--- config.mk ---
export PLATFORM = sky130hd
export DESIGN_NAME = rxbd_engine
export DESIGN_NICKNAME = d
export VERILOG_FILES = /design/src/rtl/rxbd_pkg.sv /design/src/rtl/rxbd_ingress.sv /design/src/rtl/rxbd_seq.sv /design/src/rtl/rxbd_memport.sv /design/src/rtl/rxbd_engine.sv
export SDC_FILE = /design/constraint.sdc
export NUM_CORES = 1
export LEC_CHECK = 0
export ABC_AREA = 1
export BUFFER_PORTS_ARGS = -buffer_cell sky130_fd_sc_hd__buf_2
export CAP_MARGIN = 20
export CORE_ASPECT_RATIO = 0.5
export CORE_MARGIN = 1
export CORE_UTILIZATION = 54
export CTS_CLUSTER_SIZE = 12
export DETAILED_ROUTE_END_ITERATION = 8
export HOLD_SLACK_MARGIN = 0.03
export PLACE_DENSITY_LB_ADDON = 0.12
export SETUP_SLACK_MARGIN = 0.1
export SYNTH_ARGS = -nofsm -noshare
export SYNTH_HDL_FRONTEND = slang
export SYNTH_SLANG_ARGS = --single-unit
export TNS_END_PERCENT = 10
--- constraint.sdc ---
create_clock -name clk -period 2 [get_ports clk]
set_input_delay 0 -clock clk [delete_from_list [all_inputs] [get_ports clk]]
set_output_delay 0 -clock clk [all_outputs]
set_load 0.005 [all_outputs]
--- src/rtl/rxbd_pkg.sv ---
package rxbd_pkg;

  // Status word bit positions (decoded by software)
  localparam int ST_EMPTY = 15;
  localparam int ST_WRAP  = 13;
  localparam int ST_INTR  = 12;
  localparam int ST_LAST  = 11;
  localparam int ST_FIRST = 10;
  localparam int ERR_W    = 6;
  localparam int LEN_W    = 16;
  localparam logic [ERR_W-1:0] ERR_OVERRUN = 6'b000010;

  typedef enum logic [3:0] {
    SQ_IDLE, SQ_RD_ST, SQ_CHK_ST, SQ_WR_LEN, SQ_WR_ST,
    SQ_RD_PH, SQ_RD_PL, SQ_CAP_PL, SQ_WR_DATA
  } sq_state_e;

  typedef enum logic [1:0] {OP_NONE, OP_READ, OP_WORD, OP_BYTE} mem_op_e;

  // Build the written-back status word: empty cleared, reserved zero
  function automatic logic [15:0] desc_status(input logic wrap, input logic intr,
                                              input logic last, input logic first,
                                              input logic [ERR_W-1:0] errs);
    logic [15:0] w;
    w = '0;
    w[ST_WRAP]  = wrap;
    w[ST_INTR]  = intr;
    w[ST_LAST]  = last;
    w[ST_FIRST] = first;
    w[ERR_W-1:0] = errs;
    return w;
  endfunction

  // Big-endian lane select: even address -> upper byte
  function automatic logic [1:0] lane_enable(input logic odd);
    return odd ? 2'b01 : 2'b10;
  endfunction

endpackage

--- src/rtl/rxbd_ingress.sv ---
module rxbd_ingress
  import rxbd_pkg::*;
(
  input  logic             clk,
  input  logic             rst_n,
  input  logic             in_valid,
  input  logic [7:0]       in_byte,
  input  logic             in_sof,
  input  logic             end_valid,
  input  logic [ERR_W-1:0] end_errs,
  input  logic             consume,
  output logic             pend,
  output logic             pend_end,
  output logic             pend_first,
  output logic [7:0]       pend_byte,
  output logic [ERR_W-1:0] pend_errs
);

  always_ff @(posedge clk) begin
    if (!rst_n) begin
      pend       <= 1'b0;
      pend_end   <= 1'b0;
      pend_first <= 1'b0;
      pend_byte  <= '0;
      pend_errs  <= '0;
    end else if (!pend) begin
      if (in_valid || end_valid) begin
        pend       <= 1'b1;
        pend_end   <= end_valid;
        pend_first <= in_sof && !end_valid;
        pend_byte  <= in_byte;
        pend_errs  <= end_errs;
      end
    end else if (consume) begin
      pend <= 1'b0;
    end
  end

endmodule

--- src/rtl/rxbd_seq.sv ---
module rxbd_seq
  import rxbd_pkg::*;
#(
  parameter int ADDR_W = 16
) (
  input  logic              clk,
  input  logic              rst_n,
  input  logic [ADDR_W-1:0] ring_base,
  input  logic [LEN_W-1:0]  buf_size,
  input  logic              pend,
  input  logic              pend_end,
  input  logic              pend_first,
  input  logic [7:0]        pend_byte,
  input  logic [ERR_W-1:0]  pend_errs,
  input  logic [15:0]       mem_rdata,
  output logic              consume,
  output mem_op_e           op,
  output logic [ADDR_W-1:0] op_addr,
  output logic [15:0]       op_word,
  output logic [7:0]        op_byte,
  output logic              evt_rxb,
  output logic              evt_rxf,
  output logic              evt_ovr,
  output logic              tap_len,
  output logic              tap_stat,
  output logic              tap_data
);

  localparam logic [ADDR_W-1:0] OFS_LEN = ADDR_W'(2);
  localparam logic [ADDR_W-1:0] OFS_PHI = ADDR_W'(4);
  localparam logic [ADDR_W-1:0] OFS_PLO = ADDR_W'(6);
  localparam logic [ADDR_W-1:0] STRIDE  = ADDR_W'(8);

  sq_state_e         state;
  logic [ADDR_W-1:0] cur_bd, peek_q, ptr;
  logic [15:0]       ptr_hi;
  logic [LEN_W-1:0]  buf_cnt, frm_cnt;
  logic              at_start, open_q, discard_q, chain_q;
  logic              cur_w, cur_i, nxt_w, nxt_i, cur_first, close_last;
  logic [ERR_W-1:0]  close_errs;
  logic [ADDR_W-1:0] desc_now;
  logic              idle_drop, idle_close;

  function automatic logic [ADDR_W-1:0] next_of(input logic [ADDR_W-1:0] cur,
                                                input logic [ADDR_W-1:0] base,
                                                input logic wrap);
    return wrap ? base : cur + STRIDE;
  endfunction

  function automatic logic [ADDR_W-1:0] join_ptr(input logic [15:0] hi, input logic [15:0] lo);
    logic [31:0] full;
    full = {hi, lo};
    return full[ADDR_W-1:0];
  endfunction

  assign desc_now   = at_start ? ring_base : cur_bd;
  assign idle_close = pend && pend_end && open_q;
  assign idle_drop  = pend && ((pend_end && !open_q) ||
                               (!pend_end && !pend_first && (discard_q || !open_q)));

  // Memory command and event decode
  always_comb begin
    op       = OP_NONE;
    op_addr  = desc_now;
    op_word  = '0;
    op_byte  = pend_byte;
    consume  = 1'b0;
    evt_rxb  = 1'b0;
    evt_rxf  = 1'b0;
    evt_ovr  = 1'b0;
    tap_len  = 1'b0;
    tap_stat = 1'b0;
    tap_data = 1'b0;
    unique case (state)
      SQ_IDLE:   consume = idle_drop || idle_close;
      SQ_RD_ST: begin
        op      = OP_READ;
        op_addr = peek_q;
      end
      SQ_CHK_ST: begin
        if (!mem_rdata[ST_EMPTY]) begin
          evt_ovr = 1'b1;
          consume = 1'b1;
        end
      end
      SQ_WR_LEN: begin
        op      = OP_WORD;
        op_addr = desc_now + OFS_LEN;
        op_word = close_last ? frm_cnt : buf_cnt;
        tap_len = 1'b1;
      end
      SQ_WR_ST: begin
        op       = OP_WORD;
        op_word  = desc_status(cur_w, cur_i, close_last, cur_first, close_errs);
        evt_rxf  = close_last;
        evt_rxb  = !close_last && cur_i;
        tap_stat = 1'b1;
      end
      SQ_RD_PH: begin
        op      = OP_READ;
        op_addr = desc_now + OFS_PHI;
      end
      SQ_RD_PL: begin
        op      = OP_READ;
        op_addr = desc_now + OFS_PLO;
      end
      SQ_WR_DATA: begin
        op       = OP_BYTE;
        op_addr  = ptr + ADDR_W'(buf_cnt);
        consume  = 1'b1;
        tap_data = 1'b1;
      end
      default: ;
    endcase
  end

  always_ff @(posedge clk) begin
    if (!rst_n) begin
      state      <= SQ_IDLE;
      cur_bd     <= '0;
      peek_q     <= '0;
      ptr        <= '0;
      ptr_hi     <= '0;
      buf_cnt    <= '0;
      frm_cnt    <= '0;
      at_start   <= 1'b1;
      open_q     <= 1'b0;
      discard_q  <= 1'b0;
      chain_q    <= 1'b0;
      cur_w      <= 1'b0;
      cur_i      <= 1'b0;
      nxt_w      <= 1'b0;
      nxt_i      <= 1'b0;
      cur_first  <= 1'b0;
      close_last <= 1'b0;
      close_errs <= '0;
    end else begin
      unique case (state)
        SQ_IDLE: begin
          if (pend && !idle_drop) begin
            if (idle_close) begin
              close_last <= 1'b1;
              close_errs <= pend_errs;
              chain_q    <= 1'b0;
              state      <= SQ_WR_LEN;
            end else if (pend_first) begin
              discard_q <= 1'b0;
              peek_q    <= desc_now;
              state     <= SQ_RD_ST;
            end else if (buf_cnt < buf_size) begin
              state <= SQ_WR_DATA;
            end else begin
              peek_q <= next_of(desc_now, ring_base, cur_w);
              state  <= SQ_RD_ST;
            end
          end
        end
        SQ_RD_ST: state <= SQ_CHK_ST;
        SQ_CHK_ST: begin
          nxt_w <= mem_rdata[ST_WRAP];
          nxt_i <= mem_rdata[ST_INTR];
          if (mem_rdata[ST_EMPTY]) begin
            if (open_q) begin
              close_last <= 1'b0;
              close_errs <= '0;
              chain_q    <= 1'b1;
              state      <= SQ_WR_LEN;
            end else begin
              state <= SQ_RD_PH;
            end
          end else begin
            discard_q <= 1'b1;
            if (open_q) begin
              close_last <= 1'b1;
              close_errs <= ERR_OVERRUN;
              chain_q    <= 1'b0;
              state      <= SQ_WR_LEN;
            end else begin
              state <= SQ_IDLE;
            end
          end
        end
        SQ_WR_LEN: state <= SQ_WR_ST;
        SQ_WR_ST: begin
          cur_bd   <= next_of(desc_now, ring_base, cur_w);
          at_start <= 1'b0;
          open_q   <= 1'b0;
          state    <= chain_q ? SQ_RD_PH : SQ_IDLE;
        end
        SQ_RD_PH: begin
          cur_w     <= nxt_w;
          cur_i     <= nxt_i;
          cur_first <= pend_first;
          state     <= SQ_RD_PL;
        end
        SQ_RD_PL: begin
          ptr_hi <= mem_rdata;
          state  <= SQ_CAP_PL;
        end
        SQ_CAP_PL: begin
          ptr     <= join_ptr(ptr_hi, mem_rdata);
          open_q  <= 1'b1;
          buf_cnt <= '0;
          if (pend_first) frm_cnt <= '0;
          state   <= SQ_WR_DATA;
        end
        SQ_WR_DATA: begin
          buf_cnt <= buf_cnt + 1'b1;
          frm_cnt <= frm_cnt + 1'b1;
          state   <= SQ_IDLE;
        end
        default: state <= SQ_IDLE;
      endcase
    end
  end

endmodule

--- src/rtl/rxbd_memport.sv ---
module rxbd_memport
  import rxbd_pkg::*;
#(
  parameter int ADDR_W = 16
) (
  input  mem_op_e           op,
  input  logic [ADDR_W-1:0] op_addr,
  input  logic [15:0]       op_word,
  input  logic [7:0]        op_byte,
  output logic              mem_en,
  output logic              mem_we,
  output logic [ADDR_W-1:0] mem_addr,
  output logic [1:0]        mem_be,
  output logic [15:0]       mem_wdata
);

  always_comb begin
    mem_en    = (op != OP_NONE);
    mem_we    = (op == OP_WORD) || (op == OP_BYTE);
    mem_addr  = op_addr;
    mem_be    = (op == OP_BYTE) ? lane_enable(op_addr[0]) : 2'b11;
    mem_wdata = (op == OP_BYTE) ? {op_byte, op_byte} : op_word;
  end

endmodule

--- src/rtl/rxbd_engine.sv ---
module rxbd_engine
  import rxbd_pkg::*;
#(
  parameter int ADDR_W = 16
) (
  input  logic              clk,
  input  logic              rst_n,
  input  logic [ADDR_W-1:0] ring_base,
  input  logic [15:0]       buf_size,
  input  logic              in_valid,
  input  logic [7:0]        in_byte,
  input  logic              in_sof,
  input  logic              end_valid,
  input  logic [5:0]        end_errs,
  output logic              mem_en,
  output logic              mem_we,
  output logic [ADDR_W-1:0] mem_addr,
  output logic [1:0]        mem_be,
  output logic [15:0]       mem_wdata,
  input  logic [15:0]       mem_rdata,
  output logic              evt_rxb,
  output logic              evt_rxf,
  output logic              evt_ovr
);

  logic              pend, pend_end, pend_first, consume;
  logic [7:0]        pend_byte;
  logic [ERR_W-1:0]  pend_errs;
  mem_op_e           op;
  logic [ADDR_W-1:0] op_addr;
  logic [15:0]       op_word;
  logic [7:0]        op_byte;
  // Observation wires for the checker
  logic              tap_len, tap_stat, tap_data;

  rxbd_ingress u_ingress (
    .clk, .rst_n, .in_valid, .in_byte, .in_sof, .end_valid, .end_errs,
    .consume, .pend, .pend_end, .pend_first, .pend_byte, .pend_errs
  );

  rxbd_seq #(.ADDR_W(ADDR_W)) u_seq (
    .clk, .rst_n, .ring_base, .buf_size, .pend, .pend_end, .pend_first,
    .pend_byte, .pend_errs, .mem_rdata, .consume, .op, .op_addr, .op_word,
    .op_byte, .evt_rxb, .evt_rxf, .evt_ovr, .tap_len, .tap_stat, .tap_data
  );

  rxbd_memport #(.ADDR_W(ADDR_W)) u_memport (
    .op, .op_addr, .op_word, .op_byte,
    .mem_en, .mem_we, .mem_addr, .mem_be, .mem_wdata
  );

endmodule

Word-level counts from Yosys, hierarchy flattened

Cells that the tools add are included.

Output and inout port bits: 39
Bits in registers: 117
Logic and storage cells: 135
Input bits: 67

Magnitude comparators: 1
Reductions and logical operators: 32
Add/subtract/negate cells: 7
Equal/unequal tests: 18
Bitwise operators: 2
Multiplexer cells: 53

Operator list:

| operator                                      | number |
|---|---|
| 2-to-1 mux 16 bit                             | 7 |
| one-hot mux 16 bit (2 select lines)           | 3 |
| one-hot mux 16 bit (5 select lines)           | 1 |
| adder 16 x 1 -> 16 bit, second input constant | 2 |
| adder 16 x 3 -> 16 bit, second input constant | 2 |
| one-hot mux 4 bit (8 select lines)            | 1 |
| 2-to-1 mux 6 bit                              | 5 |
| 2-to-1 mux 4 bit                              | 5 |
| 2-to-1 mux 1 bit                              | 19 |
| adder 16 bit                                  | 1 |
| adder 16 x 2 -> 16 bit, second input constant | 1 |
| adder 16 x 4 -> 16 bit, second input constant | 1 |
| == test 4 x 3 -> 1 bit, second input constant | 4 |
| less-than comparator 16 bit                   | 1 |
| one-hot mux 6 bit (2 select lines)            | 1 |
| inequality test 2 bit, second input constant  | 5 |
| logical AND 1 bit                             | 9 |
| == test 4 x 2 -> 1 bit, second input constant | 2 |
| one-hot mux 1 bit (2 select lines)            | 4 |
| AND reduction 4 bit                           | 2 |
| nonzero test 2 bit                            | 4 |
| zero test 1 bit                               | 6 |
| 2-to-1 mux 2 bit                              | 3 |
| 2-to-1 mux 3 bit                              | 2 |
| other kinds (13)                              | 22 |

Depth between registers and ports, before layout

Gate-level depths: netlist (run 1).

Depth in word-level cells: 9
Depth in mapped cells: 15
Depth with buffers taken out: 14

By module

Synthesis (run 1) repeated with hierarchy kept, for this count alone.

Cells, all modules: 1405
Area, all modules: 8787.2 um^2

By module, submodules not included:

| module       | cells an instance | seq. area each (um^2) | instances | area an instance (um^2) |
|---|---|---|---|---|
| rxbd_seq     | 1229              | 2001.9                | 1         | 7639.8 |
| rxbd_ingress | 110               | 340.3                 | 1         | 794.5 |
| rxbd_memport | 66                | 0.0                   | 1         | 352.8 |

Worst setup path after synthesis (run 1)

No wires, ideal clock.

Kind: reg-to-reg
From: register u_seq.at_start
To: register u_seq.peek_q[13]
Stages on the path, launching flop included: 14
Required time: 1.886 ns
Path buffers: 1
Library setup time: 0.114 ns
Slack: -0.008 ns
Arrival time: 1.894 ns
Period minus slack after synthesis: 2.008 ns
Cell sequence: dfxtp_1 -> buf_6 -> nand2_1 -> o21ai_2 -> inv_1 -> ha_1 -> nand2_4 -> nor2_8 -> nand3b_1 -> nand2_1 -> nand3_2 -> nand3_2 -> a21oi_1 -> nor2_1

Word-level cells in the longest chain between the ends: 5

Ends and longest elaborated chain:

| element                | line            | text |
|---|---|---|
| start, declared        | rxbd_seq.sv:38  | `logic at_start, open_q, discard_q, chain_q;` |
| start signal, assigned | rxbd_seq.sv:126 | `at_start <= 1'b1;` |
| start signal, assigned | rxbd_seq.sv:186 | `at_start <= 1'b0;` |
| 2-to-1 mux 16 bit (*)  | rxbd_seq.sv:56  | `assign desc_now = at_start ? ring_base : cur_bd;` |
| adder 16 x 4 -> 16 bit | rxbd_seq.sv:47  | `return wrap ? base : cur + STRIDE;` |
| 2-to-1 mux 16 bit      | rxbd_seq.sv:47  |  |
| 2-to-1 mux 16 bit      | rxbd_seq.sv:150 | `end else if (buf_cnt < buf_size) begin` |
| 2-to-1 mux 16 bit (*)  | rxbd_seq.sv:146 | `end else if (pend_first) begin` |
| end signal, assigned   | rxbd_seq.sv:148 | `peek_q <= desc_now;` |
| end signal, assigned   | rxbd_seq.sv:153 | `peek_q <= next_of(desc_now, ring_base, cur_w);` |
| end, declared          | rxbd_seq.sv:35  | `logic [ADDR_W-1:0] cur_bd, peek_q, ptr;` |

Every way passes the cells marked *; elsewhere a longest branch is shown, timed or not. The select of a mux whose other input is x is not followed.
A chain may end at the register's enable or synchronous reset.

Worst setup path after layout (run 1)

From: register u_seq.at_start
To: output mem_addr[14]

Word-level cells in the longest chain between the ends: 3
Elaborated cells between the ends (all ways): 5
Those cells by class: add/sub (3); mux (2)

Ends and longest elaborated chain:

| element                                              | line              | text |
|---|---|---|
| 2-to-1 mux 16 bit (*)                                | rxbd_seq.sv:56    |  |
| adder 16 x 3 -> 16 bit, or another cell as far along | rxbd_seq.sv:105   | `op_addr = desc_now + OFS_PLO;` |
| one-hot mux 16 bit (5 select lines) (*)              | rxbd_seq.sv:74    | `unique case (state)` |
| end, declared                                        | rxbd_engine.sv:17 | `output logic [ADDR_W-1:0] mem_addr,` |

Every way passes the cells marked *; elsewhere a longest branch is shown, timed or not.

==> results of run 1 <==
==> placed cells by master (no fill, tap or decap), types with 9 or more instances in the layout <==
cell,synthesis,final
o211ai_1,12,12
dfxtp_2,0,17
o21ai_2,6,11
a211oi_1,13,12
inv_2,7,16
o21ai_1,14,25
nand2_2,13,29
dfxtp_1,117,97
nand3_2,6,19
nand4_1,16,16
nand2_1,297,273
nor2_2,7,18
o21ai_0,108,89
a21oi_1,100,84
buf_4,1,123
nand3_1,86,72
buf_2,8,105
nor2_1,150,132
ha_4,0,12
ha_1,35,23
or2_2,10,10
nor2_4,5,12
nor3_1,15,9
dlygate4sd3_1,0,44
clkbuf_16,0,17
a21oi_2,1,17
buf_6,2,12
nand2_4,18,23
inv_1,143,131
==> timing repair <==
action | 4_1_cts | 5_1_grt
setup endpoints to repair | 49 | 66
pin swaps | 34 | 41
resized for setup | 115 | 99
gates cloned | 1 | 0
buffers inserted | 19 | 18
hold buffers | 43 | 1
endpoints found under the hold margin | 54 | 2
==> routing by layer <==
metal  wire (um)  vias up  part of all wire, %  track usage [%]
met5           0        -                    0                0
met4        1290        0                  4.0             17.3
met3        3180      141                  9.9             6.61
met2       14500      680                   45             66.1
met1       13200     4719                   41             50.1
li1            -     4819                    -                -
==> worst min-delay path, stage by stage <==
cell,delay (ns)
buf_2,0.07
o21ai_1,0.07
buf_6,0.17
a21oi_1,0.14
==> how the worst max path moves through the flow <==
| stage | end | start | cells after the start |
|---|---|---|---|
| 2_1_floorplan | u_seq.peek_q[11] | u_seq.at_start | 14 |
| 3_3_place_gp | mem_addr[3] | u_seq.state[2] | 11 |
| 3_5_place_dp | mem_addr[5] | u_seq.state[3] | 11 |
| 4_1_cts | mem_addr[14] | u_seq.at_start | 15 |
| 5_1_grt | mem_addr[14] | u_seq.at_start | 14 |
| 6_report | mem_addr[14] | u_seq.at_start | 14 |
==> final cells by class <==
cell class / count / area [sq um]
multi-input cells: 972 / 5790
inverters: 153 / 592
clock buffers: 18 / 439
repair buffers: 293 / 2210
flip-flops and latches: 117 / 2370
clock inverters: 13 / 195
well taps: 198 / 248
fillers: 1036 / 2850
==> kinds of logic (layout without fill, tap and decap cells) <==
logic type                 after synthesis  count (layout)  share of synthesized area [%]
DFF                                    117             117                           28.3
muxes                                    1               1                          0.121
and+or+nand+nor                        635             635                           35.2
buffers and inverters                  199             477                           9.56
xor gates and xnor gates                 4               4                          0.423
AOI/OAI and AO/OA                      295             295                           20.6
adders and majority gates               37              37                           5.77
==> where the power goes <==
group,switching (mW),internal [mW]
Clock,1.27,2.13
Sequential,0.0256,2.37
Combinational,0.587,0.414
Total,1.88,4.92
==> state kept, by name, indices dropped and copies added (netlist names) <==
signal                flops
u_seq.cur_first           1
u_seq.nxt_w               1
u_seq.close_last          1
u_seq.cur_bd             16
u_seq.open_q              1
u_seq.buf_cnt            16
u_ingress.pend_byte       8
u_seq.frm_cnt            16
u_seq.peek_q             16
u_seq.cur_i               1
u_seq.close_errs          6
u_ingress.pend_end        1
u_seq.at_start            1
u_seq.state               4
u_seq.nxt_i               1
u_ingress.pend_errs       6
u_seq.chain_q             1
u_seq.cur_w               1
u_ingress.pend            1
u_seq.discard_q           1
u_ingress.pend_first      1
u_seq.ptr                16
==> reports/qor.yml, run 1 <==
ios: 106
hold_depth: 4
r2r-end: "u_seq.peek_q[14]"
cts_tree: "built"
viasPerCell: 5.87
cts_root_buffer: "clkbuf_16"
hold_path_class: "in -> reg"
drt_wl_total_mm: 32.2
place_area_sq_mm: 0.00973
synth_nets: 1392
diodes: 0
globalplace.congestion: 1.04
clockBufferDepth: 2
timing.rr.start: "u_seq.at_start"
post-route-util_pct: 80.6
synth_top_area_share_pct: 28.3
power_leakage_nw: 5.39
synth.most_common_cell: "nand2_1"
final_max_slew_viol_count: 0
pre_cts_ws_ns: 0.00306
synth-edff-count: 0
path_max_fanout: 7
cp_top_family: "simple AND/OR/NAND/NOR gates"
holdPathEnd: "u_ingress.pend_byte[2]"
drc: 0
synth_largest_area_cell: "dfxtp_1"
row_count: 31
rrSetupSlack_ns: -0.39
yosysWarnings: 0
synth-main-ff-cell: "dfxtp_1"
whs_ns: 0.0706
hpwl_mm: 21.4
start_util_pct: 56.4
ys_seq_area_share_pct: 28.3
cp-start-kind: "flop"
syn_area_sq_mm: 0.00829
setup-violations-final: 24
power_density_mw_per_mm2: 574
fin_crit_ns: 2.41
required_ns: 2.00
grtUsageTotal_pct: 39.2
setup.worst_path.end_class: "primary output"
dp.cells: 1653
cts.htree.levels: 4
crit_slowest_cell: "dfxtp_4"
min-delay-start: "in_valid"
criticalPathCategory: "reg -> out"
route.vias.total: 10400
die_y_um: 89.6
overflow: 0
arrival_ns: 2.41
grt_pass1_vias: 9394
yosys_register_bits: 117
status: "complete, but fails checks"
tightest_slew_ns: 0.810
clk_latency_ns: 0.43
drt_first_pass_iters: 6
crit_buf_inv: 4
hold_viol: 0
cts_buffers: 17
synth_commonest_cells: "nand2_1, nor2_1, inv_1"
grt_max_degree: 43
fin_setup_tns_ns: -5.77
cap_viol_max_count: 0
fmax_mhz: 415
drtAntennaViolNets: 0
stdcell_area_sq_mm: 0.0118
core_sq_mm: 0.0147
instances_no_fill: 1764
ys_top_cells_by_area: "dfxtp_1, nand2_1, nor2_1"
worst_path_most_repeated_cell: "nand2_4"
finalWorstSetupSlack_ns: -0.412
wire_per_inst_um: 18.3
syn_inst: 1288
peakVddDrop_uv: 570
grt_antenna_before_repair: 0
crit_chain: "buf_12 -> buf_12 -> nand2_4 -> nand2_4 -> nand2_4 -> nor2_4 -> nand3_2 -> buf_4 -> o21ai_2 -> nand3_1 -> o21ai_1 -> nor2_1 -> nand2_1 -> buf_2"
r2r.worst_path.cells: 17
layout.nets: 1658
cts.clk_slew.worst_paths_ns: 0.06
cp_slowest_stage_delay_ns: 0.39
die-area_sq_mm: 0.0159
skew_ns: 0.0102
avgSynthCellArea_sq_um: 6.43
die_w_um: 177
io_buffers: 105
slew_headroom_pct: 46.0
areaGrowthSynthToFinish_pct: 43.0
drt_iter0_markers: 1387
async_flop_share_pct: 0
period_share_pct: 121
ys_types: 56
drive_gt1_share_pct: 32.1
grt_pass1_wl_mm: 47.9
rsz0062_at_grt: "yes"
numClockSinks: 117
failed_checks: "negative setup slack"
power_mw: 6.80
Power figures use the tool's default switching activity.
==> run 2, diff against run 1 <==
Settings changed: ABC_AREA 1 to default, CORE_UTILIZATION 54 to 53.
==> reports/qor.yml, run 2 <==
status: "complete, but fails checks"
failed_checks: "negative setup slack"
die-area_sq_mm: 0.0157  # -1.3%
stdcell_area_sq_mm: 0.0118  # -0.42%
p_int_mw: 4.96  # +0.86%
period_share_pct: 137  # +16 points
power_switching_mw: 1.70  # -10%
fin_setup_tns_ns: -15.38  # -9.62 ns
required_ns: 2.00  # about the same
clkPwrFrac_pct: 53.2  # +3.2 points
hold_viol: 0  # unchanged
combPwrFrac_pct: 11.1  # -3.6 points
p_seq_share_pct: 35.7  # +0.5 points
rsz0062_at_grt: "yes"
cts_buffers: 17  # unchanged
drtAntennaViolNets: 0  # unchanged
ys_seq_area_share_pct: 29.2  # +0.93 points
grt_antenna_before_repair: 0  # unchanged
die_y_um: 89  # -0.66%
cts.clk_slew.worst_paths_ns: 0.06  # about the same
synth_commonest_cells: "nand2_1, a21oi_1, dfxtp_1"
peakVddDrop_uv: 606  # +6.2%
setup.worst_path.end_class: "primary output"
layout_commonest_cell: "nand2_1"
finalWorstSetupSlack_ns: -0.739  # -0.327 ns
synth-edff-count: 0  # unchanged
cts.htree.levels: 4  # unchanged
row_count: 31  # unchanged
io_buffers: 105  # unchanged
slew_headroom_pct: 48.5  # +2.6 points
criticalPathCategory: "reg -> out"
drc: 0  # unchanged
cts_root_buffer: "clkbuf_16"
r2r.worst_path.cells: 12  # -5
syn_area_sq_mm: 0.00802  # -3.2%
switching_share_pct: 25.5  # -2.2 points
drt_first_pass_iters: 7  # +1
drive_gt1_share_pct: 33.3  # +1.3 points
power_leakage_nw: 4.86  # -9.8%
drt_wl_total_mm: 32.1  # -0.24%
power_mw: 6.66  # -2.1%
whs_ns: 0.0437  # -0.0269 ns
cts_tree: "built"
tightest_slew_ns: 0.771  # -0.0384 ns
synth.most_common_cell: "nand2_1"
clk_latency_ns: 0.43  # about the same
core_sq_mm: 0.0146  # -0.53%
layout.nets: 1463  # -12%
ios: 106  # unchanged
die_w_um: 176  # -0.67%
synth_top_area_share_pct: 29.2  # +0.93 points
drt_iter0_markers: 1136  # -18%
ys_types: 72  # +29%
cap_viol_max_count: 0  # unchanged
clockBufferDepth: 2  # unchanged
final_cell_mix: "nand2_1, buf_4, a21oi_1, buf_2, dfxtp_1"
setup-violations-final: 54  # +130%
overflow: 0  # unchanged
grt_max_degree: 32  # -26%
yosysWarnings: 0  # unchanged
async_flop_share_pct: 0  # unchanged
synth_nets: 1179  # -15%
synth-main-ff-cell: "dfxtp_1"
route.vias.total: 10100  # -2.8%
final_max_slew_viol_count: 0  # unchanged
syn_inst: 1075  # -17%
numClockSinks: 117  # unchanged
synth_largest_area_cell: "dfxtp_1"
path_max_fanout: 7  # unchanged
globalplace.congestion: 0.990  # -5.1%
place_area_sq_mm: 0.00986  # +1.4%
grt_pass1_wl_mm: 47.9  # +0.16%
post-route-util_pct: 80.7  # +0.085 points
avgSynthCellArea_sq_um: 7.46  # +16%
grt_pass1_vias: 8985  # -4.4%
arrival_ns: 2.74  # +0.33 ns
viasPerCell: 6.41  # +9.2%
hold_path_class: "in -> reg"
areaGrowthSynthToFinish_pct: 47.1
fin_crit_ns: 2.74  # +0.327 ns
fmax_mhz: 365  # -12%
cp-start-kind: "flop"
hpwl_mm: 21.0  # -1.9%
power_density_mw_per_mm2: 564  # -1.7%
ys_top_cells_by_area: "dfxtp_1, a21oi_1, nand2_1"
grtUsageTotal_pct: 40.0  # +0.87 points
skew_ns: 0.00867  # -0.00158 ns
yosys_register_bits: 117  # unchanged
diodes: 0  # unchanged
wire_per_inst_um: 20.5  # +12%
hold_depth: 4  # unchanged
start_util_pct: 54.9  # -1.5 points
[run 2: changes by cell type after synthesis, moves of 13 or more]
cell	before	now
nand2_1	297	173
inv_1	143	32
nor2_1	150	66
nand3_1	86	39
a21oi_1	100	145
mux2i_1	1	30
o21ai_0	108	79
nand2_4	18	0
mux2_2	0	15
clkbuf_1	31	44
nand2_2	13	0
xnor2_1	2	15
[run 2: layout make-up]
| cell class | instances | area [sq um] |
|---|---|---|
| Clock buffer | 19 | 443 |
| Fill cell | 943 | 2830 |
| Timing Repair Buffer | 329 | 2490 |
| Tap cell | 198 | 248 |
| Inverter | 33 | 126 |
| Clock inverter | 13 | 218 |
| Sequential cell | 117 | 2360 |
| Multi-Input combinational cell | 861 | 5910 |
[run 2: power groups by stage]
stage | clock network [mW] | logic, mW | registers, mW
after floorplan | 0 | 0.295 | 2.42
after global placement | 0 | 0.561 | 2.43
after detailed placement | 0 | 0.569 | 2.43
after CTS | 3.52 | 0.679 | 2.37
after global routing | 3.65 | 0.786 | 2.38
final | 3.54 | 0.737 | 2.38
[run 2: metrics by stage]
stage / instances / worst slack, ns
final: 1570 / -0.739
after global routing: 1570 / -0.762
after CTS: 1564 / -0.577
after detailed placement: 1478 / -0.379
after global placement: 1478 / -0.355
after floorplan: 1075 / -0.178
[run 2: worst max-delay path, cell delays in order (launching register included)]
cell      delay (ns)
dfxtp_4         0.39
mux2_4          0.28
ha_4            0.15
nand4b_1        0.13
buf_4           0.17
a22oi_2         0.28
nand2_1         0.12
xnor2_1         0.13
a222oi_1        0.28
o211ai_1        0.20
buf_2           0.17
[run 2: cell families (layout without fill, tap and decap cells)]
logic type | count (synthesis) | after routing | synth area share (%)
simple gates | 397 | 397 | 24.0
flops | 117 | 117 | 29.2
xor+xnor | 25 | 25 | 2.73
compound gates | 357 | 357 | 27.2
mux | 45 | 45 | 5.85
buf+inv | 97 | 394 | 5.05
fa+ha+maj | 37 | 37 | 5.96
[run 2: path summary, 6_finish.rpt]
check                               from                      to  slack, ns
hold reg to reg   u_ingress.pend_errs[1]  u_ingress.pend_errs[1]       0.46
setup reg to reg          u_seq.at_start        u_seq.peek_q[14]      -0.63
hold / removal             ring_base[12]        u_seq.cur_bd[12]       0.04
setup / recovery          u_seq.at_start            mem_addr[12]      -0.74
[run 2: layer usage]
| metal | track usage (%) | wire (um) | vias up |
|---|---|---|---|
| met2 | 64.3 | 14100 | 712 |
| li1 | - | - | 4509 |
| met3 | 9.61 | 3760 | 129 |
| met4 | 17.0 | 1280 | 0 |
| met1 | 52.1 | 13000 | 4719 |
| met5 | 0 | 0 | - |
[run 2: what timing repair did]
| item | in CTS | in global routing |
|---|---|---|
| cloned | 0 | 0 |
| endpoints found under the setup margin | 89 | 93 |
| pin swaps | 47 | 27 |
| hold buffers | 44 | 0 |
| endpoints found under the hold margin | 51 | 0 |
| gates resized for setup | 109 | 70 |
| buffers inserted | 10 | 6 |
==> run 3, diff against run 2 <==
Settings changed: CORE_MARGIN 1 to default, GPL_ROUTABILITY_DRIVEN from default to 0, RECOVER_POWER from default to 100.
==> reports/qor.yml, run 3 (synthesized netlist as in run 2, its figures left out) <==
setup-violations-final: 81  # +50%
fin_crit_ns: 2.78  # +0.0409 ns
post-route-util_pct: 81.9  # +1.3 points
peakVddDrop_uv: 547  # -9.7%
cp-start-kind: "flop"
die_w_um: 176  # unchanged
rsz0062_at_grt: "yes"
hold_depth: 3  # -1
die_y_um: 89  # unchanged
power_mw: 6.35  # -4.6%
setup.worst_path.end_class: "primary output"
ios: 106  # unchanged
areaGrowthSynthToFinish_pct: 49.3
drtAntennaViolNets: 0  # unchanged
viasPerCell: 6.47  # +0.89%
failed_checks: "negative setup slack"
final_max_slew_viol_count: 0  # unchanged
drt_first_pass_iters: 6  # -1
fmax_mhz: 360  # -1.5%
path_max_fanout: 5  # -2
cts_tree: "built"
wire_per_inst_um: 20.8  # +1.7%
numClockSinks: 117  # unchanged
grt_pass1_wl_mm: 48.4  # +0.98%
core_sq_mm: 0.0146  # unchanged
hold_path_class: "in -> reg"
r2r.worst_path.cells: 13  # +1
cts.htree.levels: 4  # unchanged
final_cell_mix: "nand2_1, buf_4, a21oi_1, dfxtp_1, buf_2"
layout.nets: 1478  # +1.0%
status: "complete, but fails checks"
slew_headroom_pct: 52.3  # +3.8 points
cts_buffers: 17  # unchanged
power_density_mw_per_mm2: 530  # -6.1%
drt_iter0_markers: 1254  # +10%
combPwrFrac_pct: 11.9  # +0.8 points
drt_wl_total_mm: 33.0  # +2.7%
hpwl_mm: 20.8  # -0.95%
cap_viol_max_count: 0  # unchanged
arrival_ns: 2.78  # +0.04 ns
diodes: 0  # unchanged
drc: 0  # unchanged
finalWorstSetupSlack_ns: -0.780  # -0.0409 ns
row_count: 31  # unchanged
grt_antenna_before_repair: 0  # unchanged
grt_pass1_vias: 9419  # +4.8%
cts_root_buffer: "clkbuf_16"
skew_ns: 0.0123  # +0.00366 ns
start_util_pct: 54.9  # unchanged
clk_latency_ns: 0.44  # about the same
criticalPathCategory: "reg -> out"
fin_setup_tns_ns: -20.54  # -5.16 ns
route.vias.total: 10300  # +1.9%
p_seq_share_pct: 37.4  # +1.7 points
cts.clk_slew.worst_paths_ns: 0.06  # about the same
drive_gt1_share_pct: 34.7  # +1.4 points
p_int_mw: 4.62  # -6.9%
clockBufferDepth: 2  # unchanged
power_switching_mw: 1.73  # +2.0%
required_ns: 2.00  # about the same
tightest_slew_ns: 0.715  # -0.0559 ns
power_leakage_nw: 4.91  # +1.1%
io_buffers: 105  # unchanged
clkPwrFrac_pct: 50.7  # -2.5 points
period_share_pct: 139  # +2.0 points
overflow: 0  # unchanged
pre_cts_ws_ns: -0.524  # -0.145 ns
layout_commonest_cell: "nand2_1"
die-area_sq_mm: 0.0157  # unchanged
grt_max_degree: 45  # +41%
grtUsageTotal_pct: 40.0  # -0.049 points
switching_share_pct: 27.2  # +1.8 points
hold_viol: 0  # unchanged
run 3: cell types whose count changed in the layout (fill, tap and decap cells not counted), moves of 3 or more:
cell       previous run  this run
buf_6                17        28
clkbuf_2              0         6
buf_4               153       148
clkbuf_1              1         5
bufinv_16             5         2
run 3: metrics by stage:
stage | std cells | hold slack, ns | instance area (sq um)
3_5_place_dp | 1489 | 0.248 | 9930
5_1_grt | 1585 | 0.0580 | 12000
4_1_cts | 1575 | 0.0418 | 11600
2_1_floorplan | 1075 | 0.0500 | 8080
6_report | 1585 | 0.0554 | 12000
3_3_place_gp | 1489 | 0.241 | 9930
run 3: layer usage:
| metal | wire length [um] | global-route usage, % | part of all wire (%) | up-vias |
|---|---|---|---|---|
| li1 | - | - | - | 4543 |
| met1 | 13000 | 51.0 | 40 | 4706 |
| met2 | 14200 | 64.4 | 43 | 799 |
| met3 | 3990 | 10.8 | 12 | 208 |
| met4 | 1740 | 17.2 | 5.3 | 0 |
| met5 | 0 | 0 | 0 | - |
run 3: layout make-up:
type	instances	area [sq um]
Tap cell	198	248
Clock inverter	12	143
Fill cell	914	2640
Multi-Input combinational cell	861	6050
Inverter	33	129
Clock buffer	20	457
Sequential cell	117	2360
Timing Repair Buffer	344	2590
run 3: final timing paths:
path | slack [ns] | endpoint | start
min | 0.06 | u_seq.peek_q[1] | ring_base[1]
max reg2reg | -0.45 | u_seq.peek_q[9] | u_seq.at_start
max | -0.78 | mem_addr[10] | u_seq.at_start
min reg2reg | 0.46 | u_ingress.pend_byte[6] | u_ingress.pend_byte[6]
run 3: power groups by stage:
stage / sequential, mW / combinational [mW] / clock, mW
3_5_place_dp: 2.43 / 0.575 / 0
6_report: 2.38 / 0.755 / 3.22
4_1_cts: 2.38 / 0.690 / 3.19
5_1_grt: 2.38 / 0.802 / 3.33
3_3_place_gp: 2.43 / 0.566 / 0
2_1_floorplan: 2.42 / 0.295 / 0
run 3: timing repair:
| item | 4_1_cts | 5_1_grt |
|---|---|---|
| pin swaps | 61 | 39 |
| hold endpoints to repair | 50 | 0 |
| setup buffers | 12 | 10 |
| resized for setup | 147 | 80 |
| setup endpoints to repair | 81 | 84 |
| hold buffers | 43 | 0 |
run 3: worst max-delay path: stages, from the launching register on:
cell and delay, ns:
dfxtp_4 0.39, mux2_4 0.28, ha_4 0.16, nand4b_1 0.16
buf_4 0.19, a222oi_1 0.40, xor2_1 0.12, o21ai_1 0.15
a21oi_1 0.06, o22ai_1 0.26, buf_2 0.17
